<file path="config.mk">
export PLATFORM = sky130hd
export DESIGN_NAME = ilv_addr_gen
export DESIGN_NICKNAME = d
export VERILOG_FILES = /design/src/rtl/ilv_pkg.sv /design/src/rtl/ilv_modacc.sv /design/src/rtl/ilv_qtab.sv /design/src/rtl/ilv_addr_gen.sv
export SDC_FILE = /design/constraint.sdc
export NUM_CORES = 1
export LEC_CHECK = 0
export BUFFER_PORTS_ARGS = -buffer_cell sky130_fd_sc_hd__clkbuf_2
export CAP_MARGIN = 30
export CORE_UTILIZATION = 50
export CTS_BUF_LIST = sky130_fd_sc_hd__clkbuf_8
export DETAILED_ROUTE_END_ITERATION = 12
export PLACE_DENSITY_LB_ADDON = 0.12
export SYNTH_ARGS = -nofsm -noshare
export SYNTH_HDL_FRONTEND = slang
export SYNTH_SLANG_ARGS = --single-unit
</file>
<file path="constraint.sdc">
create_clock -name clk_i -period 22.9 [get_ports clk_i]
set_clock_uncertainty 0.1 [all_clocks]
set_input_delay 4.58 -clock clk_i [delete_from_list [all_inputs] [get_ports clk_i]]
set_output_delay 4.58 -clock clk_i [all_outputs]
set_load 0.01 [all_outputs]
</file>
<file path="src/rtl/ilv_pkg.sv">
package ilv_pkg;
  localparam int unsigned ADDR_W = 13;

  typedef enum logic {
    MODE_QPP = 1'b0,
    MODE_ARP = 1'b1
  } ilv_mode_e;
endpackage

</file>
<file path="src/rtl/ilv_modacc.sv">
// (a + b) mod n for a, b < n: one add, one subtract, pick by sign
module ilv_modacc #(
  parameter int unsigned W = 13
) (
  input  logic [W-1:0] a_i,
  input  logic [W-1:0] b_i,
  input  logic [W-1:0] n_i,
  output logic [W-1:0] r_o
);
  logic [W:0]   sum;
  logic [W+1:0] diff;

  always_comb begin
    sum  = {1'b0, a_i} + {1'b0, b_i};
    diff = {1'b0, sum} - {2'b00, n_i};
    r_o  = diff[W+1] ? sum[W-1:0] : diff[W-1:0];
  end
endmodule

</file>
<file path="src/rtl/ilv_qtab.sv">
// ARP phase offsets, reduced mod N once at load
module ilv_qtab #(
  parameter int unsigned W      = 13,
  parameter int unsigned PHASES = 4
) (
  input  logic                          clk_i,
  input  logic                          rst_ni,
  input  logic                          load_i,
  input  logic [W-1:0]                  n_i,
  input  logic [PHASES-2:0][W-1:0]      offs_i,
  output logic [PHASES-1:0][W-1:0]      q_new_o,
  output logic [PHASES-1:0][W-1:0]      q_o
);
  logic [W-1:0] half_p1;
  logic [W-1:0] one_w;

  assign half_p1 = (n_i >> 1) + W'(1);
  assign one_w   = W'(1);
  assign q_new_o[0] = one_w;

  for (genvar k = 1; k < PHASES; k++) begin : g_ph
    logic [W-1:0] base;
    assign base = (k % 2 == 1) ? half_p1 : one_w;
    ilv_modacc #(.W(W)) i_red (
      .a_i(base),
      .b_i(offs_i[k-1]),
      .n_i(n_i),
      .r_o(q_new_o[k])
    );
  end

  always_ff @(posedge clk_i or negedge rst_ni) begin
    if (!rst_ni)     q_o <= '0;
    else if (load_i) q_o <= q_new_o;
  end
endmodule

</file>
<file path="src/rtl/ilv_addr_gen.sv">
module ilv_addr_gen
  import ilv_pkg::*;
#(
  parameter int unsigned AW = ADDR_W
) (
  input  logic          clk_i,
  input  logic          rst_ni,
  input  logic          mode_i,
  input  logic [AW-1:0] blk_len_i,
  input  logic [AW-1:0] f1_i,
  input  logic [AW-1:0] f2_i,
  input  logic [AW-1:0] p0_i,
  input  logic [AW-1:0] p1_i,
  input  logic [AW-1:0] p2_i,
  input  logic [AW-1:0] p3_i,
  input  logic          start_i,
  input  logic [1:0]    start_phase_i,
  input  logic [AW-1:0] seed_main_i,
  input  logic [AW-1:0] seed_step_i,
  input  logic          adv_i,
  output logic [AW-1:0] addr_o,
  output logic          swap_o,
  output logic          valid_o
);
  localparam int unsigned PHASES = 4;

  ilv_mode_e     mode_q;
  logic [AW-1:0] n_q, g_q, p0_q;
  logic [AW-1:0] addr_q, acc_q;
  logic [1:0]    ph_q, ph_nx;
  logic          valid_q;

  logic [AW-1:0] g_new, acc1_b, acc1_r;
  logic [AW-1:0] acc2_a, acc2_b, acc2_n, acc2_r;
  logic [PHASES-1:0][AW-1:0] q_new, q_q;
  logic          step;

  assign ph_nx = ph_q + 2'd1;
  assign step  = adv_i && valid_q && !start_i;

  // g = 2*f2 mod N
  ilv_modacc #(.W(AW)) i_gcalc (
    .a_i(f2_i), .b_i(f2_i), .n_i(blk_len_i), .r_o(g_new)
  );

  ilv_qtab #(.W(AW), .PHASES(PHASES)) i_qtab (
    .clk_i  (clk_i),
    .rst_ni (rst_ni),
    .load_i (start_i),
    .n_i    (blk_len_i),
    .offs_i ({p3_i, p2_i, p1_i}),
    .q_new_o(q_new),
    .q_o    (q_q)
  );

  // first accumulator: Gamma += g (QPP) or lambda += P0 (ARP)
  assign acc1_b = (mode_q == MODE_ARP) ? p0_q : g_q;
  ilv_modacc #(.W(AW)) i_acc1 (
    .a_i(acc_q), .b_i(acc1_b), .n_i(n_q), .r_o(acc1_r)
  );

  // second accumulator: Pi += Gamma (QPP) or lambda_next + Q (ARP)
  always_comb begin
    if (start_i) begin
      acc2_a = seed_main_i;
      acc2_b = q_new[start_phase_i];
      acc2_n = blk_len_i;
    end else if (mode_q == MODE_ARP) begin
      acc2_a = acc1_r;
      acc2_b = q_q[ph_nx];
      acc2_n = n_q;
    end else begin
      acc2_a = addr_q;
      acc2_b = acc_q;
      acc2_n = n_q;
    end
  end
  ilv_modacc #(.W(AW)) i_acc2 (
    .a_i(acc2_a), .b_i(acc2_b), .n_i(acc2_n), .r_o(acc2_r)
  );

  always_ff @(posedge clk_i or negedge rst_ni) begin
    if (!rst_ni) begin
      mode_q <= MODE_QPP;
      n_q    <= '0;
      g_q    <= '0;
      p0_q   <= '0;
    end else if (start_i) begin
      mode_q <= ilv_mode_e'(mode_i);
      n_q    <= blk_len_i;
      g_q    <= g_new;
      p0_q   <= p0_i;
    end
  end

  always_ff @(posedge clk_i or negedge rst_ni) begin
    if (!rst_ni) begin
      addr_q  <= '0;
      acc_q   <= '0;
      ph_q    <= '0;
      valid_q <= 1'b0;
    end else if (start_i) begin
      valid_q <= 1'b1;
      ph_q    <= start_phase_i;
      acc_q   <= (mode_i == MODE_ARP) ? seed_main_i : seed_step_i;
      addr_q  <= (mode_i == MODE_ARP) ? acc2_r : seed_main_i;
    end else if (step) begin
      ph_q   <= ph_nx;
      acc_q  <= acc1_r;
      addr_q <= acc2_r;
    end
  end

  assign addr_o  = addr_q;
  assign swap_o  = (mode_q == MODE_ARP) && ph_q[0];
  assign valid_o = valid_q;


  addr_in_range_chk: assert property (@(posedge clk_i) disable iff (!rst_ni)
    valid_o |-> (addr_o < n_q));


  hold_when_idle_chk: assert property (@(posedge clk_i) disable iff (!rst_ni)
    (!adv_i && !start_i) |=> ($stable(addr_o) && $stable(swap_o)));


  swap_toggle_chk: assert property (@(posedge clk_i) disable iff (!rst_ni)
    (valid_o && adv_i && !start_i && mode_q == MODE_ARP) |=> (swap_o != $past(swap_o)));


  start_valid_chk: assert property (@(posedge clk_i) disable iff (!rst_ni)
    start_i |=> valid_o);
endmodule

</file>
==> metrics, run 1 <==
kind of critical path input pin to flop; Ant. Diodes 0; final total power 1.86 mW; clock group share of total power 6.4%; DR vias/cell 6.03; maximum clock frequency 74.7 MHz; Finished Layout Cells 1885; first-pass GRT wire length 55.9 mm; Layout area overhead 8.58%; MaxCap Viol Count 0; Final setup viols 0; minimum clock period 13.40 ns; total net switching power 0.937 mW; Post-CTS Hold Buffers 0; post-route ant nets 0; CP max FO 20; post-synthesis net count 1741; reg2reg setup slack 14.14 ns; share of post-route cells with drive strength above 1 15.0%; run status completed; most common cell after layout, fill and taps aside ha_1; Longest Clk Path Bufs 2; RSZ-0062 raised after global routing false; Syn Inst Count 1470; WL/cell 19.6 um; crit path launch type input pin; Seq/Total Area, Yosys 22.1%; Area contributors post-synth dfrtp_1 (22%), ha_1 (14%), xnor2_1 (5.5%), a21oi_1 (4.9%), mux2i_1 (4.8%); Sw Share 50.4%; depth of the CTS H-tree 3; HPWL after DPL 29.4 mm; Die Ht 158 um; Port Buffer Count 125; Root Driver clkbuf_8; Worst Path Arrival 13.61 ns; worst-margin pin slew 0.945 ns; DRT iter0 DRCs 970; number of global-route vias before repair 10100; I/O pin total 139; largest net degree at the start of global routing 84; drt pass-1 iters 5; max-slew violations 0; endpoints failing hold 0; Lkg Pwr 6.09 nW; critical path capture point type flop; mean post-synth cell area 8.33 um^2; Chip Width 158 um; slowest library cell on the worst path nand2_1; initial antenna violation count 0; Hold Crit Class flop to flop; Peak VDD IR 0.123 mV; Hold Startpoint p0_q[12]; Met2 Wirelength 16.3 mm; Distinct cells, synth 75; hold endpoint p0_q[12]; vias 11400; post-synthesis register bit count 108; reg-to-reg endpoint addr_o[5]; CORE AREA 23800 um^2; Rel. slew slack 36.9%; Pint 0.921 mW; Mapped Area 12200 um^2; ys flop type dfrtp_1; die area 25100 um^2; CTS sink count 108; row cnt 56; R2R depth 31; Synth warnings 0; Sequential Power Share 16.3%; Clock transition at path regs 0.11 ns; gr usage total 29.6%; CP required 23.12 ns; Hold Path Depth 1; ys async rst share 100%; nets 1832; Comb power frac 77.3%; most frequent cells in the layout ha_1 (137), nor2_1 (129), clkbuf_2 (123); Placer Congestion 0.910; met3 WL 2.36 mm; Yosys top cell by area dfrtp_1; dpl cells 1869; CTS tree yes; setup TNS 0 ns; top layer in use met4; worst stage delay on the critical path 0.50 ns; DR DRC count 0; number of synthesized flops with an enable pin 0; fin util 56.0%; Synth top area share 22.1%; Num CTS Buffers 9; Clock Latency Late Sink 0.40 ns; filler instances 2250; GRT overflow 0; post-CTS resize count 0; Reg-to-Reg Start mode_q; CP most frequent cell ha_1; total setup buffers inserted after CTS 0; DRT Wirelength 36.9 mm; Initial Utilization 51.5%; final period utilization 58.5%; pwr/cell area 140 nW/um^2; Metal-1 WL 17.4 mm
worst max-delay path, delay by kind of cell:
kind	cells	cell delay, ns
adder cells (fa/ha/maj)	6	2.11
AND/OR/NAND/NOR	10	2.26
AO/OA/AOI/OAI	11	2.72
buffers and inverters	3	0.92
XOR/XNOR	2	0.46
multiplexers	2	0.53
registers in the layout, indices dropped and copies added (netlist names):
signal      count
acc_q          13
addr_o         13
g_q            13
i_qtab.q_o     39
mode_q          1
n_q            13
p0_q           13
ph_q            2
valid_o         1
Yosys cell counts, types with 6 or more instances:
| cell type | instances |
|---|---|
| dfrtp_1 | 108 |
| o2111ai_1 | 6 |
| o21a_1 | 28 |
| o211ai_1 | 18 |
| mux2_2 | 52 |
| a31o_2 | 6 |
| o21ai_0 | 89 |
| ha_1 | 137 |
| a22oi_1 | 29 |
| a21oi_1 | 119 |
| fa_1 | 10 |
| a21o_1 | 28 |
| and3_1 | 19 |
| a211oi_1 | 15 |
| mux2i_1 | 59 |
| buf_1 | 7 |
| o21ai_1 | 6 |
| nand2b_1 | 14 |
| o22ai_1 | 19 |
| o31ai_1 | 8 |
| or3_1 | 6 |
| xnor2_1 | 77 |
| inv_1 | 79 |
| nor3_1 | 42 |
| nor2b_1 | 24 |
| o21bai_1 | 8 |
| clkbuf_1 | 37 |
| o221ai_1 | 7 |
| a211o_1 | 8 |
| a31oi_1 | 15 |
| o22a_1 | 6 |
| xor2_1 | 32 |
| nor2_1 | 129 |
| and2_1 | 6 |
| nand2_1 | 93 |
| or2_2 | 10 |
| nand3_1 | 31 |
power groups by stage:
stage          registers, mW  clock network [mW]  logic (mW)
2_1_floorplan          0.286                   0        1.11
3_3_place_gp           0.306                   0        1.39
5_1_grt                0.309               0.127        1.59
6_report               0.304               0.119        1.44
3_5_place_dp           0.307                   0        1.41
4_1_cts                0.303               0.120        1.42
per-stage QoR:
step / hold WS (ns) / instance area [um^2] / setup WS [ns]
3_5_place_dp: 0.395 / 13100 / 9.24
2_1_floorplan: 0.371 / 12200 / 11.17
6_report: 0.418 / 13300 / 9.50
5_1_grt: 0.439 / 13300 / 8.86
3_3_place_gp: 0.391 / 13100 / 9.33
4_1_cts: 0.422 / 13300 / 9.63
cell families after synthesis:
| kind of cell | share of synthesized area [%] |
|---|---|
| compound gates | 23.8 |
| simple gates | 16.5 |
| fa+ha+maj | 15.6 |
| buf+inv | 4.28 |
| mux | 9.91 |
| xor+xnor | 7.80 |
| flops | 22.1 |
worst max path at each step:
| stage | startpoint | endpoint | slack (ns) | cells past startpoint |
|---|---|---|---|---|
| after global routing | blk_len_i[3] | addr_o[5] | 8.86 | 35 |
| after CTS | blk_len_i[1] | addr_o[5] | 9.63 | 34 |
| final | blk_len_i[1] | addr_o[5] | 9.50 | 34 |
| after global placement | blk_len_i[1] | addr_o[5] | 9.33 | 34 |
| after detailed placement | blk_len_i[1] | addr_o[5] | 9.24 | 34 |
| after floorplan | blk_len_i[1] | addr_o[10] | 11.17 | 34 |
layer usage:
layer,up-vias,track usage [%]
li1,5584,-
met1,5366,42.0
met2,377,46.1
met3,46,4.84
met4,0,8.52
met5,-,0
layout make-up:
| cell class | instances | area [um^2] | share of cell area (%) |
|---|---|---|---|
| sequential | 108 | 2700 | 20.3 |
| tap | 319 | 399 | 3.00 |
| inverter | 79 | 297 | 2.23 |
| clock inverter | 6 | 47.5 | 0.358 |
| timing repair buffer | 133 | 694 | 5.22 |
| multi-input combinational | 1230 | 9020 | 67.8 |
| clock buffer | 10 | 138 | 1.04 |
Power figures use the tool's default switching activity.
==> run 2: changes to the inputs <==
==> constraint.sdc (replaced) <==
create_clock -name clk_i -period 13.2 [get_ports clk_i]
set_clock_uncertainty 0.1 [all_clocks]
set_input_delay 2.64 -clock clk_i [delete_from_list [all_inputs] [get_ports clk_i]]
set_output_delay 2.64 -clock clk_i [all_outputs]
set_load 0.01 [all_outputs]
==> run 2 against run 1 <==
Against the previous run: die area stayed put; cell count is 0.11% higher; sequential power is 74% higher; critical path depth stayed put; hold slack worse by 0.0016 ns; combinational power is 74% higher; critical path type unchanged; first-iteration DRC count is 21% lower; design area is 0.22% higher; clock-buffer cell count is 1 lower; power is 74% higher; register-to-register slack worse by 9.8 ns; utilization is 0.12 points higher.
==> metrics, run 2 (same netlist as run 1, synthesis figures left out) <==
Final setup viols 0; Reg-to-Reg Start mode_q; Final Hold Slack 0.417 ns; total net switching power 1.64 mW; Num CTS Buffers 9; Initial Utilization 51.5%; Chip Width 158 um; drt pass-1 iters 5; Largest Register i_qtab.q_o; Die Ht 158 um; pwr/cell area 243 nW/um^2; Hold Crit Class flop to flop; most frequent cells in the layout ha_1 (137), nor2_1 (129), clkbuf_2 (123); gr usage total 30.1%; endpoints failing hold 0; depth of the CTS H-tree 3; slowest library cell on the worst path nand2_1; DR vias/cell 6.00; CP most frequent cell ha_1; post-CTS resize count 0; Largest register FFs 39; vias 11300; Clock transition at path regs 0.11 ns; first-pass GRT wire length 57.1 mm; Pint 1.59 mW; Placer Congestion 0.903; number of global-route vias before repair 10500; worst-margin pin slew 0.928 ns; Peak VDD IR 0.191 mV; Hold Startpoint i_qtab.q_o[14]; crit path launch type input pin; DRT iter0 DRCs 766; nets 1833; Sequential Power Share 16.4%; WL/cell 19.8 um; CP required 13.41 ns; total setup buffers inserted after CTS 0; CORE AREA 23800 um^2; DRT Wirelength 37.3 mm; Longest Clk Path Bufs 2; Clock Latency Late Sink 0.41 ns; Port Buffer Count 125; R2R depth 30; maximum clock frequency 87.9 MHz; Post-CTS Hold Buffers 0; max-slew violations 0; row cnt 56; Rel. slew slack 37.9%; share of post-route cells with drive strength above 1 15.1%; minimum clock period 11.37 ns; CTS tree yes; die area 25100 um^2; reg-to-reg endpoint addr_o[5]; Hold Path Depth 1; kind of critical path input pin to flop; reg2reg setup slack 4.31 ns; hold endpoint i_qtab.q_o[14]; most common cell after layout, fill and taps aside ha_1; GRT overflow 0; CTS sink count 108; final period utilization 86.2%; post-route ant nets 0; RSZ-0062 raised after global routing false; largest net degree at the start of global routing 82; Sw Share 50.7%; run status completed; CP max FO 20; Worst Path Arrival 11.59 ns; Layout area overhead 8.82%; initial antenna violation count 0; clock group share of total power 6.3%; critical path capture point type flop; Comb power frac 77.3%; setup TNS 0 ns; Root Driver clkbuf_8; worst stage delay on the critical path 0.47 ns; I/O pin total 139; HPWL after DPL 29.8 mm; Lkg Pwr 6.11 nW; DR DRC count 0; MaxCap Viol Count 0
==> run 2: worst max path at each step <==
stage | slack [ns] | cells past startpoint | from | to
after global routing | 1.24 | 35 | blk_len_i[3] | addr_o[5]
after floorplan | 3.41 | 34 | blk_len_i[1] | addr_o[10]
final | 1.83 | 34 | blk_len_i[1] | addr_o[5]
after global placement | 1.65 | 34 | blk_len_i[1] | addr_o[5]
after CTS | 1.90 | 34 | blk_len_i[1] | addr_o[5]
after detailed placement | 1.51 | 34 | blk_len_i[1] | addr_o[5]
==> run 2: critical path, delay by kind of cell <==
kind / cells / cell delay [ns]
AND/OR/NAND/NOR: 10 / 2.25
XOR/XNOR: 2 / 0.47
AO/OA/AOI/OAI: 11 / 2.64
multiplexers: 2 / 0.34
buffers and inverters: 3 / 0.89
adder cells (fa/ha/maj): 6 / 2.32
==> run 2: metrics by stage <==
stage / std cells / power [mW] / util, % / worst slack, ns / instance area (um^2)
after floorplan: 1470 / 2.41 / - / 3.41 / 12200
after global placement: 1869 / 2.93 / 55.2 / 1.65 / 13100
after detailed placement: 1869 / 2.98 / 55.2 / 1.51 / 13100
after CTS: 1885 / 3.20 / 56.0 / 1.90 / 13300
after global routing: 1886 / 3.51 / 56.1 / 1.24 / 13300
final: 1887 / 3.23 / 56.1 / 1.83 / 13300
==> run 2: area by class of cell <==
type / count / area, um^2
diodes: 1 / 2.50
clock inverters: 7 / 60.1
repair buffers: 134 / 722
inverters: 79 / 297
well taps: 319 / 399
fillers: 2260 / 10400
multi-input cells: 1230 / 9020
flip-flops and latches: 108 / 2700
clock buffers: 9 / 124
==> run 2: power groups by stage <==
stage	Combinational [mW]	Clock, mW	Sequential (mW)
final	2.50	0.204	0.530
after global routing	2.75	0.218	0.538
after CTS	2.46	0.209	0.528
after detailed placement	2.44	0	0.535
after global placement	2.40	0	0.532
after floorplan	1.92	0	0.496
==> run 2: metal layers <==
layer	GRT usage, %	wire (um)	vias up
li1	-	-	5585
met1	42.0	17400	5326
met2	47.2	16300	371
met3	4.60	2500	45
met4	10.0	1100	0
met5	0	0	-
